`src/rtl/odd_lut_mult.sv`:
```
module odd_lut_mult #(
  parameter int L = 4,
  parameter int W = 8,
  parameter logic [W-1:0] A = 8'd219
) (
  input  logic           clk,
  input  logic           rst_n,
  input  logic           in_valid,
  input  logic [L-1:0]   in_x,
  output logic           out_valid,
  output logic [W+L-1:0] out_prod
);
  localparam int P    = W + L;
  localparam int AW   = L - 1;
  localparam int NODD = 2 ** AW;
  localparam int SW   = (L > 1) ? $clog2(L) : 1;

  logic [P-1:0]  lut [NODD];
  logic [SW-1:0] tz;
  logic [AW-1:0] addr;
  logic [P-1:0]  stg [SW+1];
  logic          x_zero;
  logic [P-1:0]  nxt;

  for (genvar i = 0; i < NODD; i++) begin : g_lut
    assign lut[i] = P'(A) * P'(2 * i + 1);
  end

  always_comb begin
    tz = '0;
    for (int i = L - 1; i >= 0; i--) begin
      if (in_x[i]) tz = SW'(i);
    end
  end

  assign addr   = AW'((in_x >> tz) >> 1);
  assign stg[0] = lut[addr];

  for (genvar k = 0; k < SW; k++) begin : g_shift
    assign stg[k+1] = tz[k] ? (stg[k] << (2 ** k)) : stg[k];
  end

  assign x_zero = ~|in_x;
  assign nxt    = x_zero ? '0 : stg[SW];

  always_ff @(posedge clk or negedge rst_n) begin
    if (!rst_n) begin
      out_valid <= 1'b0;
      out_prod  <= '0;
    end else begin
      out_valid <= in_valid;
      if (in_valid) out_prod <= nxt;
    end
  end

  AST_VALID_FOLLOWS: assert property (@(posedge clk) disable iff (!rst_n)
    in_valid |=> out_valid);
  AST_VALID_DROPS: assert property (@(posedge clk) disable iff (!rst_n)
    !in_valid |=> !out_valid);
  AST_PRODUCT_EXACT: assert property (@(posedge clk) disable iff (!rst_n)
    in_valid |=> out_prod == P'(A) * P'($past(in_x)));
  AST_ODD_NO_SHIFT: assert property (@(posedge clk) disable iff (!rst_n)
    (in_valid && in_x[0]) |=> out_prod == lut[$past(addr)]);
  AST_ZERO_FORCE: assert property (@(posedge clk) disable iff (!rst_n)
    (in_valid && in_x == '0) |=> out_prod == '0);
  AST_HOLD_IDLE: assert property (@(posedge clk) disable iff (!rst_n)
    !in_valid |=> $stable(out_prod));
endmodule

```
`config.mk`:
```
export PLATFORM = sky130hd
export DESIGN_NAME = odd_lut_mult
export DESIGN_NICKNAME = d
export VERILOG_FILES = /design/src/rtl/odd_lut_mult.sv
export SDC_FILE = /design/constraint.sdc
export NUM_CORES = 1
export LEC_CHECK = 0
export BUFFER_PORTS_ARGS = -buffer_cell sky130_fd_sc_hd__buf_2
export CAP_MARGIN = 10
export CORE_MARGIN = 3
export CORE_UTILIZATION = 45
export DETAILED_ROUTE_END_ITERATION = 7
export GPL_TIMING_DRIVEN = 0
export HOLD_SLACK_MARGIN = 0.08
export PLACE_DENSITY = 0.69
export SYNTH_ARGS = -nofsm -noshare
export SYNTH_HDL_FRONTEND = slang
export SYNTH_SLANG_ARGS = --single-unit
```
`constraint.sdc`:
```
create_clock -name clk -period 1 [get_ports clk]
set_clock_uncertainty 0.15 [all_clocks]
set_input_delay 0.05 -clock clk [delete_from_list [all_inputs] [get_ports clk]]
set_output_delay 0.05 -clock clk [all_outputs]
set_load 0.005 [all_outputs]
```
==> flow_metrics.tcl <==
set metrics [dict create \
    outcome "finished, violations left" \
    failed_checks "setup timing" \
    grt_max_degree 14 \
    r2r_start "out_prod[9]" \
    dr.pass1.iters 4 \
    n_antenna_cell 0 \
    crit_path_cell_trace "buf_8, buf_8, nor2_4, o22a_1, ha_4, and2_4, o221ai_2, a22oi_2, mux2_4" \
    required_ns 1.02 \
    dp_hpwl_um 1500 \
    tns_ns -3.40 \
    cts_sinks 13 \
    grt_usage 0.221 \
    slew_viol_final 0 \
    clk_path_buf_depth 2 \
    cp_max_fo 5 \
    start_util 0.515 \
    powerDensity_mw_per_mm2 1180 \
    die_y_um 49.2 \
    period_needed_ns 1.51 \
    synth.distinct_cells 30 \
    synthesis.nets 100 \
    pre_cts_ws_ns -0.910 \
    cts_tree "yes" \
    cts_buffers 3 \
    grt_pass1_wl_um 4130 \
    grt_pass1_vias 840 \
    syn_inst 90 \
    avgSynthCellArea_um2 9.33 \
    final_area_mm2 0.00136 \
    drc 0 \
    worst_ep_arrival_time_ns 1.53 \
    core_mm2 0.00163 \
    die-area_mm2 0.00242 \
    holdWs_ns 0.0241 \
    dpl-instance-area_mm2 0.00103 \
    grt_overflow 0 \
    io_pins 20 \
    nets 147 \
    cp_num_buf_inv 2 \
    routedWlPerCell_um 17.5 \
    post-route-period-util 1.51 \
    cap_violations 0 \
    fin_ws_ns -0.508 \
    area_growth_pct 61.7 \
    rsz0062_at_grt "yes" \
    antenna_found_initial 0 \
    timing_hold_violations_final 0 \
    worst_pin_slew_ns 0.419 \
    ys_seq_area_frac 0.387 \
    clk_latency_ns 0.28 \
    fp-row-count 14 \
    vias_per_cell 5.86 \
    n_fill_cell 91 \
    leakage_nw 0.595 \
    cp_top_family "compound AO/OA/AOI/OAI gates" \
    ys_warn_count 0 \
    drt_wl_total_um 2800 \
    startpoint "in_x[0]" \
    peakVddDrop_v 0.00101 \
    ant_nets 0 \
    worstSetupPathType "in -> reg" \
    drt-initial-drc-count 33 \
    slowest_delay_ns 0.26 \
    port_buffers 19 \
    ys_ff_latch 13 \
    relSlewSlack 0.721 \
    setup-violations-final 11 \
    end_kind "register" \
    htreeDepth 1 \
    max_freq_mhz 663 \
    via_count 937 \
    cp_slowest_cell "mux2_4" \
    fp.dieW_um 49.2 \
    cp-start-kind "input pin" \
    drive_above_1_share 0.544 \
    syn_area_um2 840 \
    gp_congestion 0.866 \
    cts.clk_slew.worst_paths_ns 0.08 \
    cts.root.buffer_cell "clkbuf_4" \
    crit_path_frequent_cell "buf_8" \
    min_path_type "in -> async" \
]
-- through the flow --
stage | cells | power [W] | utilization
6_report | 160 | 0.00160 | 0.833
5_1_grt | 160 | 0.00168 | 0.833
4_1_cts | 151 | 0.00148 | 0.770
3_5_place_dp | 133 | 0.00106 | 0.633
3_3_place_gp | 133 | 0.00105 | 0.633
2_1_floorplan | 90 | 0.000910 | -
-- what timing repair did --
item                       in CTS  in global routing
setup endpoints to repair      10                 22
pin swaps                      19                 17
setup buffers                  12                 10
hold buffers                    2                  1
hold endpoints to repair       15                 16
gates resized for setup        22                 11
-- state kept, by name, indices dropped and copies added, names as in the netlist --
register   count
out_prod      12
out_valid      1
-- final timing paths --
check | endpoint | slack, ns | depth (start not counted)
min in group clk | out_prod[11] | 0.04 | 4
worst min register to register | out_prod[0] | 0.36 | 1
worst max register to register | out_prod[9] | 0.03 | 2
worst min-delay path | out_prod[11] | 0.02 | 2
max in group asynchronous | out_prod[7] | 0.46 | 2
worst max-delay path | out_prod[3] | -0.51 | 9
-- placed cells by master (no fill, tap or decap), types with 2 or more instances in the layout --
cell,instances
buf_4,18
buf_6,7
clkbuf_4,3
dfrtp_1,13
a21oi_1,5
nand2_1,4
nor3_1,2
nor2_4,2
ha_4,3
a22oi_2,2
buf_2,17
mux2_4,2
inv_1,4
o221ai_2,2
a21oi_2,2
o22a_1,6
nor2_1,7
o21ai_1,2
xnor2_1,2
o21ai_0,4
a31oi_1,3
buf_8,4
dlygate4sd3_1,2
-- cell type report --
class,instances,area (µm²),share of cell area
Clock inverter,1,5.00,0.00369
Buffer,6,51.3,0.0378
Clock buffer,3,22.5,0.0166
Tap cell,24,30.0,0.0221
Multi-Input combinational cell,64,566,0.417
Sequential cell,13,325,0.240
Timing Repair Buffer,43,332,0.244
Inverter,6,26.3,0.0194
-- layer usage --
layer | GRT usage | part of all wire | vias up
met3 | 0.0581 | 0.077 | 16
met5 | 0 | 0 | -
met1 | 0.267 | 0.40 | 445
li1 | - | - | 424
met4 | 0.0521 | 0.033 | 0
met2 | 0.386 | 0.49 | 52
-- power breakdown --
group,internal [W],switching [W]
registers,0.000591,0.0000334
logic,0.000351,0.000298
clock network,0.000148,0.000178
-- kinds of logic after synthesis --
family / after synthesis / share of synthesized area
AOI/OAI and AO/OA: 34 / 0.276
adders and majority gates: 3 / 0.0447
and+or+nand+nor: 21 / 0.134
DFF: 13 / 0.387
muxes: 4 / 0.0522
buffers and inverters: 13 / 0.0849
xor gates and xnor gates: 2 / 0.0209
-- cells in the mapped netlist, drive strengths merged --
cell,instances,area share
dfrtp,13,0.39
nor2,9,0.040
a21oi,7,0.042
o21ai,7,0.042
buf,6,0.054
inv,6,0.027
o22a,6,0.063
nand2,4,0.018
a22oi,3,0.027
a31oi,3,0.022
ha,3,0.045
mux2,3,0.040
nor3,3,0.031
o221ai,3,0.031
nor2b,2,0.015
xnor2,2,0.021
a21o,1,0.0089
a311oi,1,0.010
a31o,1,0.010
a32oi,1,0.010
and2,1,0.0075
clkbuf,1,0.0045
mux2i,1,0.012
nand2b,1,0.016
nand3,1,0.0060
o211ai,1,0.0089
Note: power is estimated with default switching activity, not from simulation.
